### config.mk
export PLATFORM = sky130hd
export DESIGN_NAME = dual_clk_piso
export DESIGN_NICKNAME = d
export VERILOG_FILES = /design/src/rtl/piso_pkg.sv /design/src/rtl/pin_sync.sv /design/src/rtl/clk_edge_det.sv /design/src/rtl/piso_core.sv /design/src/rtl/dual_clk_piso.sv
export SDC_FILE = /design/constraint.sdc
export NUM_CORES = 1
export LEC_CHECK = 0
export BUFFER_PORTS_ARGS = -buffer_cell sky130_fd_sc_hd__buf_4
export CAP_MARGIN = 15
export CELL_PAD_IN_SITES_DETAIL_PLACEMENT = 1
export CELL_PAD_IN_SITES_GLOBAL_PLACEMENT = 2
export CORE_ASPECT_RATIO = 1.2
export CORE_MARGIN = 4
export CORE_UTILIZATION = 25
export DETAILED_ROUTE_END_ITERATION = 8
export PLACE_DENSITY = 0.7
export SKIP_CTS_REPAIR_TIMING = 1
export SLEW_MARGIN = 10
export SYNTH_ARGS = -nofsm -noshare
export SYNTH_HDL_FRONTEND = slang
export SYNTH_SLANG_ARGS = --single-unit
### constraint.sdc
create_clock -name sys_clk -period 0.9 [get_ports sys_clk]
set_input_delay 0.09 -clock sys_clk [delete_from_list [all_inputs] [get_ports sys_clk]]
set_output_delay 0.09 -clock sys_clk [all_outputs]
set_load 0.005 [all_outputs]
### src/rtl/piso_pkg.sv
package piso_pkg;

   typedef enum logic [1:0] {
      OP_HOLD  = 2'd0,
      OP_SHIFT = 2'd1,
      OP_LOAD  = 2'd2
   } piso_op_e;

   // load beats a strobe arriving on the same system edge
   function automatic piso_op_e pick_op(input logic load_act, input logic shift_stb);
      if (load_act)
         return OP_LOAD;
      else if (shift_stb)
         return OP_SHIFT;
      else
         return OP_HOLD;
   endfunction

endpackage

### src/rtl/pin_sync.sv
module pin_sync #(
   parameter int          N       = 1,
   parameter int          STAGES  = 2,
   parameter logic        RST_VAL = 1'b1
) (
   input  logic         clk,
   input  logic         rst,
   input  logic [N-1:0] d,
   output logic [N-1:0] q
);
   logic [N-1:0] chain [STAGES];

   if (STAGES < 2) begin : g_bad_depth
      $error("pin_sync: STAGES must be at least 2");
   end

   always_ff @(posedge clk) begin
      if (rst) chain[0] <= {N{RST_VAL}};
      else     chain[0] <= d;
   end

   for (genvar s = 1; s < STAGES; s++) begin : g_stage
      always_ff @(posedge clk) begin
         if (rst) chain[s] <= {N{RST_VAL}};
         else     chain[s] <= chain[s-1];
      end
   end

   assign q = chain[STAGES-1];
endmodule

### src/rtl/clk_edge_det.sv
module clk_edge_det #(
   parameter int NCLK = 2
) (
   input  logic            clk,
   input  logic            rst,
   input  logic [NCLK-1:0] pins_s,
   output logic            shift_stb
);
   logic comb_now;
   logic comb_prev;

   assign comb_now = |pins_s;

   always_ff @(posedge clk) begin
      if (rst) comb_prev <= 1'b1;
      else     comb_prev <= comb_now;
   end

   assign shift_stb = comb_now & ~comb_prev;
endmodule

### src/rtl/piso_core.sv
module piso_core
   import piso_pkg::*;
#(
   parameter int WIDTH = 8
) (
   input  logic             clk,
   input  logic             rst,
   input  logic             load_act,
   input  logic             shift_stb,
   input  logic             ser_in,
   input  logic [WIDTH-1:0] par_in,
   output logic [WIDTH-1:0] stage_q
);
   piso_op_e op;
   assign op = pick_op(load_act, shift_stb);

   for (genvar i = 0; i < WIDTH; i++) begin : g_bit
      logic shift_src;
      if (i == 0) begin : g_head
         assign shift_src = ser_in;
      end else begin : g_body
         assign shift_src = stage_q[i-1];
      end

      always_ff @(posedge clk) begin
         if (rst) begin
            stage_q[i] <= 1'b0;
         end else begin
            case (op)
               OP_LOAD:  stage_q[i] <= par_in[i];
               OP_SHIFT: stage_q[i] <= shift_src;
               default:  stage_q[i] <= stage_q[i];
            endcase
         end
      end
   end
endmodule

### src/rtl/dual_clk_piso.sv
module dual_clk_piso #(
   parameter int WIDTH       = 8,
   parameter int SYNC_STAGES = 2
) (
   input  logic             sys_clk,
   input  logic             sys_rst,
   input  logic             clk_a,
   input  logic             clk_b,
   input  logic             load_n,
   input  logic             ser_in,
   input  logic [WIDTH-1:0] par_in,
   output logic             ser_out,
   output logic             ser_out_n
);
   localparam int NCLK = 2;
   localparam int MSB  = WIDTH - 1;

   if (WIDTH < 2) begin : g_bad_width
      $error("dual_clk_piso: WIDTH must be at least 2");
   end

   logic [NCLK-1:0]  pins_s;
   logic             load_n_s;
   logic             load_act;
   logic             shift_stb;
   logic [WIDTH-1:0] stage_q;

   pin_sync #(.N(NCLK), .STAGES(SYNC_STAGES), .RST_VAL(1'b1)) u_clk_sync (
      .clk (sys_clk),
      .rst (sys_rst),
      .d   ({clk_b, clk_a}),
      .q   (pins_s)
   );

   pin_sync #(.N(1), .STAGES(SYNC_STAGES), .RST_VAL(1'b1)) u_load_sync (
      .clk (sys_clk),
      .rst (sys_rst),
      .d   (load_n),
      .q   (load_n_s)
   );

   assign load_act = ~load_n_s;

   clk_edge_det #(.NCLK(NCLK)) u_edge (
      .clk       (sys_clk),
      .rst       (sys_rst),
      .pins_s    (pins_s),
      .shift_stb (shift_stb)
   );

   piso_core #(.WIDTH(WIDTH)) u_core (
      .clk       (sys_clk),
      .rst       (sys_rst),
      .load_act  (load_act),
      .shift_stb (shift_stb),
      .ser_in    (ser_in),
      .par_in    (par_in),
      .stage_q   (stage_q)
   );

   assign ser_out   = stage_q[MSB];
   assign ser_out_n = ~stage_q[MSB];
endmodule

==> reports/metrics.yaml, run 1 <==
overflow: 0
setup_viol: 9
routabilityCongestion: 0.699
dr.pass1.iters: 3
drive_gt1_share_pct: 48.2
rr_startpoint: "u_clk_sync.chain[1][0]"
wl_mm: 1.32
ys_ff_latch: 15
clock_path_buffers: 2
maxCapViolations: 0
coreArea_um2: 2090
numClockSinks: 15
r2r_cells: 4
p_leak_nw: 0.315
fmax_ghz: 0.965
critPathBufInv: 1
fin_setup_tns_ns: -0.956
post_drt_wl_per_cell_um: 11.7
status: "complete, but fails checks"
port_buffers: 15
cts.reportedPaths.clkPinSlew_ns: 0.09
cpPeakStageDelay_ns: 0.35
postSynthCellCount: 61
first_iter_violations: 2
h-tree-depth: 1
dp_hpwl_um: 932
cp-end-kind: "register"
stdcell_area_um2: 837
syn_avg_cell_area_um2: 9.15
violations: "negative setup slack"
crit_type: "reg2reg"
yosysSeqAreaShare_pct: 53.8
remaining_drc_errors: 0
grt_max_degree: 17
syn_nets: 75
antenna_found_initial: 0
hold-path-cell-count: 2
fp-row-count: 18
worstMarginPinSlew_ns: 0.203
use_met3_pct: 4.74
ys_types: 13
cp_top_family: "compound AO/OA/AOI/OAI gates"
placedCellCount: 106
critical_path_required_ns: 1.09
grt_pass1_wl_mm: 2.07
worstPathMaxFanout: 3
holdWs_ns: 0.0582
critPathLaunchType: "register"
avgViaCountPerCell: 4.36
grt_pass1_vias: 487
mostFrequentLayoutCell: "buf_4"
skew_ns: 0.00266
fin_util_pct: 40.0
final_cell_mix: "17 x buf_4, 15 x nand2_1, 12 x dfxtp_1"
fill_cells: 258
rr_endpoint: "u_core.g_bit[1].shift_src"
path_depth: 4
fin_crit_sh_pct: 115
die_height_um: 59.8
cp.arrival_ns: 1.23
rsz0062_at_grt: "true"
netlist_area_um2: 558
io_pins: 16
cp_slowest_cell: "dfxtp_2"
finalNonFillerCells: 113
busiest_layer: "met2"
gr-usage-met2_pct: 14.7
hold_viol: 0
placed_area_um2: 723
vdd_drop_max_mv: 0.688
start_util_pct: 26.6
yosysWarnings: 0
grt_use_met1_pct: 9.89
detail-route-antenna-nets: 0
slew_viol_final: 0
via_count: 493
fin_crit_ns: 1.04
setup_slack_ns: -0.136
cts_tree: "done"
holdPathEnd: "u_core.g_bit[4].shift_src"
final_nets: 98
hp-class: "in2reg"
insertion_delay_ns: 0.28
slew-limit-headroom_pct: 86.4
power_per_cell_area_nw_per_um2: 1470
syn_to_final_growth_pct: 50.0
grt_usage_pct: 9.03
path_cells: "o21bai_4 -> buf_4 -> nand2_1 -> a311oi_2"
cts-root-buf: "clkbuf_4"
ff2ff_setup_slack_ns: -0.14
antenna_cells: 0
die_area_um2: 3060
hold_start: "sys_rst"
cts_buffers: 3
die_w_um: 51.1
flip-flops by register name (all words and copies together), names as in the netlist:
signal	cells
u_clk_sync.chain	4
u_core.g_bit.shift_src	7
u_core.stage_q	1
u_edge.comb_prev	1
u_load_sync.chain	2
cell families (layout without fill, tap and decap cells):
logic type	count (synthesis)	count (layout)	synth area share [%]
AND/OR/NAND/NOR	31	31	24.2
flip-flops	15	15	53.8
AO/OA/AOI/OAI	10	10	16.4
buffers and inverters	5	27	5.60
area by class of cell:
class	count	area, µm²	area share [%]
flip-flops and latches	15	307	36.6
multi-input cells	41	274	32.7
repair buffers	22	189	22.6
well taps	30	37.5	4.48
clock buffers	4	26.3	3.14
inverters	1	3.75	0.448
stage by stage:
stage	total power [mW]	setup WS (ns)
3_5_place_dp	0.843	-0.311
2_1_floorplan	0.770	-0.0477
4_1_cts	1.23	-0.311
5_1_grt	1.30	-0.202
3_3_place_gp	0.841	-0.197
6_report	1.23	-0.136
routing by layer:
metal  vias to the layer above  wire, µm
met5                         -         0
li1                        248         -
met2                        11       665
met4                         0         8
met1                       232       553
met3                         2        96
Yosys cell counts, drive strengths merged:
master / number / area share [%]
nand2: 16 / 11
dfxtp: 15 / 54
a311oi: 8 / 13
nor2: 8 / 5.4
or2: 6 / 6.7
clkbuf: 3 / 2.9
buf: 1 / 2.0
inv: 1 / 0.67
o21ba: 1 / 1.8
o21bai: 1 / 2.0
or3: 1 / 1.3
worst max-delay path by stage:
stage / from / end / slack [ns]
final: u_clk_sync.chain[1][0] / u_core.g_bit[1].shift_src / -0.14
after global routing: u_edge.comb_prev / u_core.g_bit[5].shift_src / -0.20
after CTS: u_edge.comb_prev / u_core.g_bit[5].shift_src / -0.31
after detailed placement: u_clk_sync.chain[1][1] / u_core.g_bit[5].shift_src / -0.31
after global placement: u_edge.comb_prev / u_core.g_bit[2].shift_src / -0.20
after floorplan: u_clk_sync.chain[1][1] / u_core.g_bit[1].shift_src / -0.05
power breakdown:
group	switching [mW]	internal, mW	total (mW)
Clock	0.207	0.172	0.379
Combinational	0.0503	0.0885	0.139
Sequential	0.0185	0.694	0.712
Total	0.276	0.954	1.23
Note: power is estimated with default switching activity, not from simulation.
==> run 2, diff against run 1 <==
- ABC_AREA: unset -> 1
==> reports/metrics.yaml, run 2 <==
status: "complete, but fails checks"  # unchanged
violations: "negative setup slack"  # unchanged
critical_path_required_ns: 1.09  # about the same
slew_viol_final: 0  # unchanged
holdPathEnd: "u_load_sync.chain[0]"  # was u_core.g_bit[4].shift_src
fp-row-count: 19  # was 18
hold_viol: 0  # unchanged
yosysWarnings: 0  # unchanged
netlist_area_um2: 639  # was 558 µm²
mostFrequentLayoutCell: "buf_4"  # unchanged
fin_crit_ns: 0.914  # was 1.04 ns
grt_usage_pct: 9.45  # was 9.03%
insertion_delay_ns: 0.28  # about the same
hp-class: "in2reg"  # unchanged
p_int_uw: 941  # was 954 µW
yosysTopAreaCell: "dfxtp_1"  # unchanged
switching_share_pct: 24.4  # was 22.4%
ys_ff_latch: 15  # unchanged
cts_buffers: 3  # unchanged
avgViaCountPerCell: 4.56  # was 4.36
antenna_cells: 0  # unchanged
r2r_cells: 5  # was 4
syn_nets: 94  # was 75
clockPowerShare_pct: 31.0  # was 30.8%
rsz0062_at_grt: "true"  # unchanged
io_pins: 16  # unchanged
dr.pass1.iters: 3  # unchanged
grt_pass1_wl_mm: 2.39  # was 2.07 mm
final_nets: 119  # was 98
vdd_drop_max_mv: 0.916  # was 0.688 mV
die_area_um2: 3430  # was 3060 µm²
overflow: 0  # unchanged
placed_area_um2: 774  # was 723 µm²
slew-limit-headroom_pct: 81.7  # was 86.4%
cp.arrival_ns: 1.10  # was 1.23 ns
cts.reportedPaths.clkPinSlew_ns: 0.09  # about the same
final_cell_mix: "17 x buf_4, 15 x nand2_1, 14 x nand3_2"  # was 17 x buf_4, 15 x nand2_1, 12 x dfxtp_1
ys.flop_type: "dfxtp_1"  # unchanged
postSynthCellCount: 80  # was 61
stdcell_area_um2: 952  # was 837 µm²
via_count: 616  # was 493
yosys.area.top_type_share_pct: 47.0  # was 53.8%
hold-path-cell-count: 2  # unchanged
setup_viol: 3  # was 9
worstPathMaxFanout: 8  # was 3
fin_setup_tns_ns: -0.0227  # was -0.956 ns
grt_max_degree: 10  # was 17
syn_to_final_growth_pct: 48.9  # was 50.0%
die_w_um: 54.2  # was 51.1 µm
dp_hpwl_mm: 1.01  # was 932 µm
synth_area_leaders: "dfxtp_1 47%, nand3_1 13%, nand2_1 9.4%"  # was dfxtp_1 54%, a311oi_1 13%, nand2_1 11%
setup_slack_ns: -0.0142  # was -0.136 ns
rr_startpoint: "u_load_sync.chain[1]"  # was u_clk_sync.chain[1][0]
cp-end-kind: "register"  # unchanged
detail-route-antenna-nets: 0  # unchanged
routabilityCongestion: 0.739  # was 0.699
drive_gt1_share_pct: 53.8  # was 48.2%
antenna_found_initial: 0  # unchanged
fin_crit_sh_pct: 102  # was 115%
post-synth-top-count-cell: "nand3_1"  # was nand2_1
p_leak_nw: 0.483  # was 0.315 nW
post_drt_wl_per_cell_um: 11.5  # was 11.7 µm
first_iter_violations: 4  # was 2
h-tree-depth: 1  # unchanged
netlist_top_cells_count: "17 x nand3_1, 16 x nand2_1, 15 x dfxtp_1, 12 x inv_1, 8 x nand4_1"  # was 16 x nand2_1, 15 x dfxtp_1, 8 x a311oi_1, 8 x nor2_1, 6 x or2_2
maxCapViolations: 0  # unchanged
fmax_ghz: 1.09  # was 0.965 GHz
hold_start: "sys_rst"  # unchanged
cts-root-buf: "clkbuf_4"  # unchanged
critPathLaunchType: "register"  # unchanged
pwr-share-seq_pct: 56.7  # was 57.9%
yosysSeqAreaShare_pct: 47.0  # was 53.8%
grt_pass1_vias: 603  # was 487
async_flop_share_pct: 0  # unchanged
finalNonFillerCells: 135  # was 113
worstMarginPinSlew_ns: 0.273  # was 0.203 ns
combPwrFrac_pct: 12.3  # was 11.3%
port_buffers: 15  # unchanged
largest_register_ffs: 7  # unchanged
placedCellCount: 126  # was 106
power_per_cell_area_nw_per_um2: 1310  # was 1470 nW/µm²
clock_path_buffers: 2  # unchanged
start_util_pct: 26.9  # was 26.6%
skew_ns: 0.00398  # was 0.00266 ns
power_mw: 1.24  # was 1.23 mW
synth-edff-count: 0  # unchanged
numClockSinks: 15  # unchanged
rr_endpoint: "u_core.g_bit[5].shift_src"  # was u_core.g_bit[1].shift_src
die_height_um: 63.4  # was 59.8 µm
cts_tree: "done"  # unchanged
ff2ff_setup_slack_ns: -0.01  # was -0.14 ns
syn_avg_cell_area_um2: 7.99  # was 9.15 µm²
crit_type: "reg2reg"  # unchanged
remaining_drc_errors: 0  # unchanged
wl_mm: 1.56  # was 1.32 mm
p_switching_uw: 303  # was 276 µW
coreArea_um2: 2380  # was 2090 µm²
ys_types: 11  # was 13
==> run 2: cell types whose count changed after synthesis, moves of 2 or more <==
cell / change
nand3_1: +17
inv_1: +11
a311oi_1: -8
nand4_1: +8
nor2_1: -8
nand2_4: +2
==> run 2: cells by family (layout without fill, tap and decap cells) <==
family	after synthesis	count (layout)	synth area share [%]
AND/OR/NAND/NOR	49	50	39.9
buffers and inverters	16	39	13.1
flip-flops	15	15	47.0
==> run 2: layout make-up <==
| class | instances | area [µm²] |
|---|---|---|
| Fill cell | 289 | 1430 |
| Multi-Input combinational cell | 50 | 352 |
| Sequential cell | 15 | 305 |
| Timing Repair Buffer | 21 | 169 |
| Inverter | 14 | 60.1 |
| Tap cell | 31 | 38.8 |
| Clock buffer | 3 | 22.5 |
| Clock inverter | 1 | 5.00 |
==> run 2: power by group through the flow <==
stage	combinational, mW	sequential (mW)	clock [mW]
global placement	0.119	0.714	0
global route	0.174	0.708	0.451
CTS	0.121	0.699	0.410
detailed placement	0.121	0.714	0
finish	0.153	0.705	0.386
floorplan	0.0657	0.711	0
==> run 2: per-layer routing <==
| metal | share of wire, % | GRT usage (%) | vias up |
|---|---|---|---|
| met1 | 40 | 10.3 | 294 |
| met3 | 4.9 | 4.25 | 2 |
| met2 | 54 | 15.4 | 13 |
| met5 | 0 | 0 | - |
| met4 | 0.90 | 3.74 | 0 |
| li1 | - | - | 307 |
==> run 2: critical path: stages, from the launching register on <==
cell and delay, ns:
dfxtp_2 0.34, buf_4 0.16, nand4_1 0.13, nand3_2 0.08
nand2_1 0.06, inv_1 0.05
==> run 2: worst max-delay path by stage <==
stage / end / cells after the start / from
after floorplan: u_core.g_bit[3].shift_src / 6 / u_load_sync.chain[1]
after global placement: u_core.g_bit[7].shift_src / 7 / u_clk_sync.chain[1][0]
after detailed placement: u_core.g_bit[4].shift_src / 7 / u_clk_sync.chain[1][0]
after CTS: u_core.g_bit[4].shift_src / 7 / u_clk_sync.chain[1][1]
after global routing: u_core.g_bit[5].shift_src / 5 / u_load_sync.chain[1]
final: u_core.g_bit[5].shift_src / 5 / u_load_sync.chain[1]
==> run 2: through the flow <==
stage	setup WS [ns]	hold WS [ns]	util [%]
floorplan	0.0289	0.194	-
finish	-0.0142	0.0396	40.1
detailed placement	-0.0525	0.279	32.6
global route	-0.108	0.0278	40.1
CTS	-0.0625	-0.0258	33.7
global placement	-0.0339	0.275	32.6
==> run 3, diff against run 2 <==
- CORE_UTILIZATION: 25 -> 30
- PLACE_DENSITY: 0.7 -> 0.79
- clock period: 0.9 -> 1.1 ns (I/O delays scaled with it)
==> reports/metrics.yaml, run 3 (synthesis results as in run 2) <==
grt_usage_pct: 10.5  # was 9.45%
power_per_cell_area_nw_per_um2: 1220  # was 1310 nW/µm²
final_cell_mix: "17 x nand3_1, 16 x nand2_1, 16 x buf_4"  # was 17 x buf_4, 15 x nand2_1, 14 x nand3_2
cp-end-kind: "register"  # unchanged
cts_tree: "done"  # unchanged
slew-limit-headroom_pct: 82.6  # was 81.7%
fin_crit_ns: 0.941  # was 0.914 ns
crit_type: "reg2reg"  # unchanged
skew_ns: 0.00330  # was 0.00398 ns
h-tree-depth: 1  # unchanged
rr_endpoint: "u_core.g_bit[7].shift_src"  # was u_core.g_bit[5].shift_src
fmax_ghz: 1.06  # was 1.09 GHz
die_height_um: 58.6  # was 63.4 µm
setup_viol: 0  # was 3
crit_end: "u_core.g_bit[7].shift_src"  # was u_core.g_bit[5].shift_src
fin_crit_sh_pct: 85.5  # was 102%
mostFrequentLayoutCell: "nand3_1"  # was buf_4
ff2ff_setup_slack_ns: 0.16  # was -0.01 ns
port_buffers: 15  # unchanged
critPathLaunchType: "register"  # unchanged
fp-row-count: 18  # was 19
insertion_delay_ns: 0.28  # about the same
detail-route-antenna-nets: 0  # unchanged
post_drt_wl_per_cell_um: 10.3  # was 11.5 µm
drive_gt1_share_pct: 28.3  # was 53.8%
rr_startpoint: "u_clk_sync.chain[1][0]"  # was u_load_sync.chain[1]
rsz0062_at_grt: "false"  # was true
fin_setup_tns_ns: 0  # was -0.0227 ns
cp_top_family: "simple AND/OR/NAND/NOR gates"  # was flip-flops
syn_to_final_growth_pct: 25.4  # was 48.9%
io_pins: 16  # unchanged
cts-root-buf: "clkbuf_4"  # unchanged
avgViaCountPerCell: 4.23  # was 4.56
first_iter_violations: 0  # was 4
status: "complete, no violations"  # was complete, but fails checks
r2r_cells: 7  # was 5
path_cells: "inv_1 -> nand2_4 -> nand2_4 -> nand3_1 -> nand3_1 -> nand2_1 -> inv_1"  # was buf_4 -> nand4_1 -> nand3_2 -> nand2_1 -> inv_1
slew_viol_final: 0  # unchanged
critPathBufInv: 2  # unchanged
critPathLaunch: "u_clk_sync.chain[1][0]"  # was u_load_sync.chain[1]
dp_hpwl_mm: 1.01  # about the same
via_count: 546  # was 616
cp_slowest_cell: "dfxtp_1"  # was dfxtp_2
hp-class: "in2reg"  # unchanged
start_util_pct: 31.2  # was 26.9%
cts_buffers: 3  # unchanged
vdd_drop_max_mv: 0.621  # was 0.916 mV
routabilityCongestion: 0.746  # was 0.739
final_nets: 114  # was 119
die_w_um: 50.1  # was 54.2 µm
worstPathMaxFanout: 9  # was 8
die_area_um2: 2940  # was 3430 µm²
cts.reportedPaths.clkPinSlew_ns: 0.09  # about the same
power_uw: 978  # was 1.24 mW
worstMarginPinSlew_ns: 0.260  # was 0.273 ns
overflow: 0  # unchanged
wl_mm: 1.33  # was 1.56 mm
maxCapViolations: 0  # unchanged
grt_max_degree: 17  # was 10
largest_register_ffs: 7  # unchanged
critical_path_required_ns: 1.28  # was 1.09 ns
antenna_found_initial: 0  # unchanged
p_leak_nw: 0.430  # was 0.483 nW
dr.pass1.iters: 1  # was 3
grt_pass1_vias: 582  # was 603
clock_path_buffers: 2  # unchanged
numClockSinks: 15  # unchanged
remaining_drc_errors: 0  # unchanged
cp.arrival_ns: 1.12  # was 1.10 ns
hold_viol: 0  # unchanged
path_depth: 7  # was 5
grt_pass1_wl_mm: 2.39  # unchanged
cpPeakStageDelay_ns: 0.32  # was 0.34 ns
antenna_cells: 0  # unchanged
coreArea_um2: 2050  # was 2380 µm²
run 3: cell count changes in the layout (fill, tap and decap cells not counted), sizes merged:
cell	before	now
dlygate4sd3	3	1
buf	18	16
clkbuf	3	4
nand2	19	18
clkinv	2	1
run 3: power by group:
group	total (mW)	switching [mW]	internal (mW)
sequential	0.572	0.00856	0.563
clock	0.308	0.167	0.141
combinational	0.0979	0.0425	0.0554
run 3: through the flow:
stage | setup WS (ns) | area, µm² | std cells | hold slack [ns] | utilization, %
6_report | 0.159 | 802 | 129 | 0.0140 | 39.1
5_1_grt | 0.0197 | 802 | 129 | 0.00405 | 39.1
4_1_cts | 0.147 | 792 | 128 | 0.00468 | 38.6
3_5_place_dp | 0.159 | 766 | 124 | 0.299 | 37.4
3_3_place_gp | 0.165 | 766 | 124 | 0.296 | 37.4
2_1_floorplan | 0.229 | 639 | 80 | 0.214 | -
run 3: routing by layer:
layer	GRT usage (%)	wire length (µm)
met5	0	0
met4	2.37	0
met3	3.80	101
met2	18.8	673
met1	11.7	552
run 3: layout make-up:
type                            count  area (µm²)
Fill cell                         258        1250
Tap cell                           30        37.5
Timing Repair Buffer               17         130
Sequential cell                    15         300
Multi-Input combinational cell     49         255
Inverter                           14        52.6
Clock buffer                        4        26.3
run 3: how the worst min path moves through the flow:
stage	cells after the start	startpoint	slack [ns]	end
2_1_floorplan	1	clk_a	0.21	u_clk_sync.chain[0][0]
3_3_place_gp	2	clk_b	0.30	u_clk_sync.chain[0][1]
3_5_place_dp	2	clk_b	0.30	u_clk_sync.chain[0][1]
4_1_cts	2	clk_b	0.005	u_clk_sync.chain[0][1]
5_1_grt	2	clk_a	0.004	u_clk_sync.chain[0][0]
6_report	2	clk_a	0.01	u_clk_sync.chain[0][0]
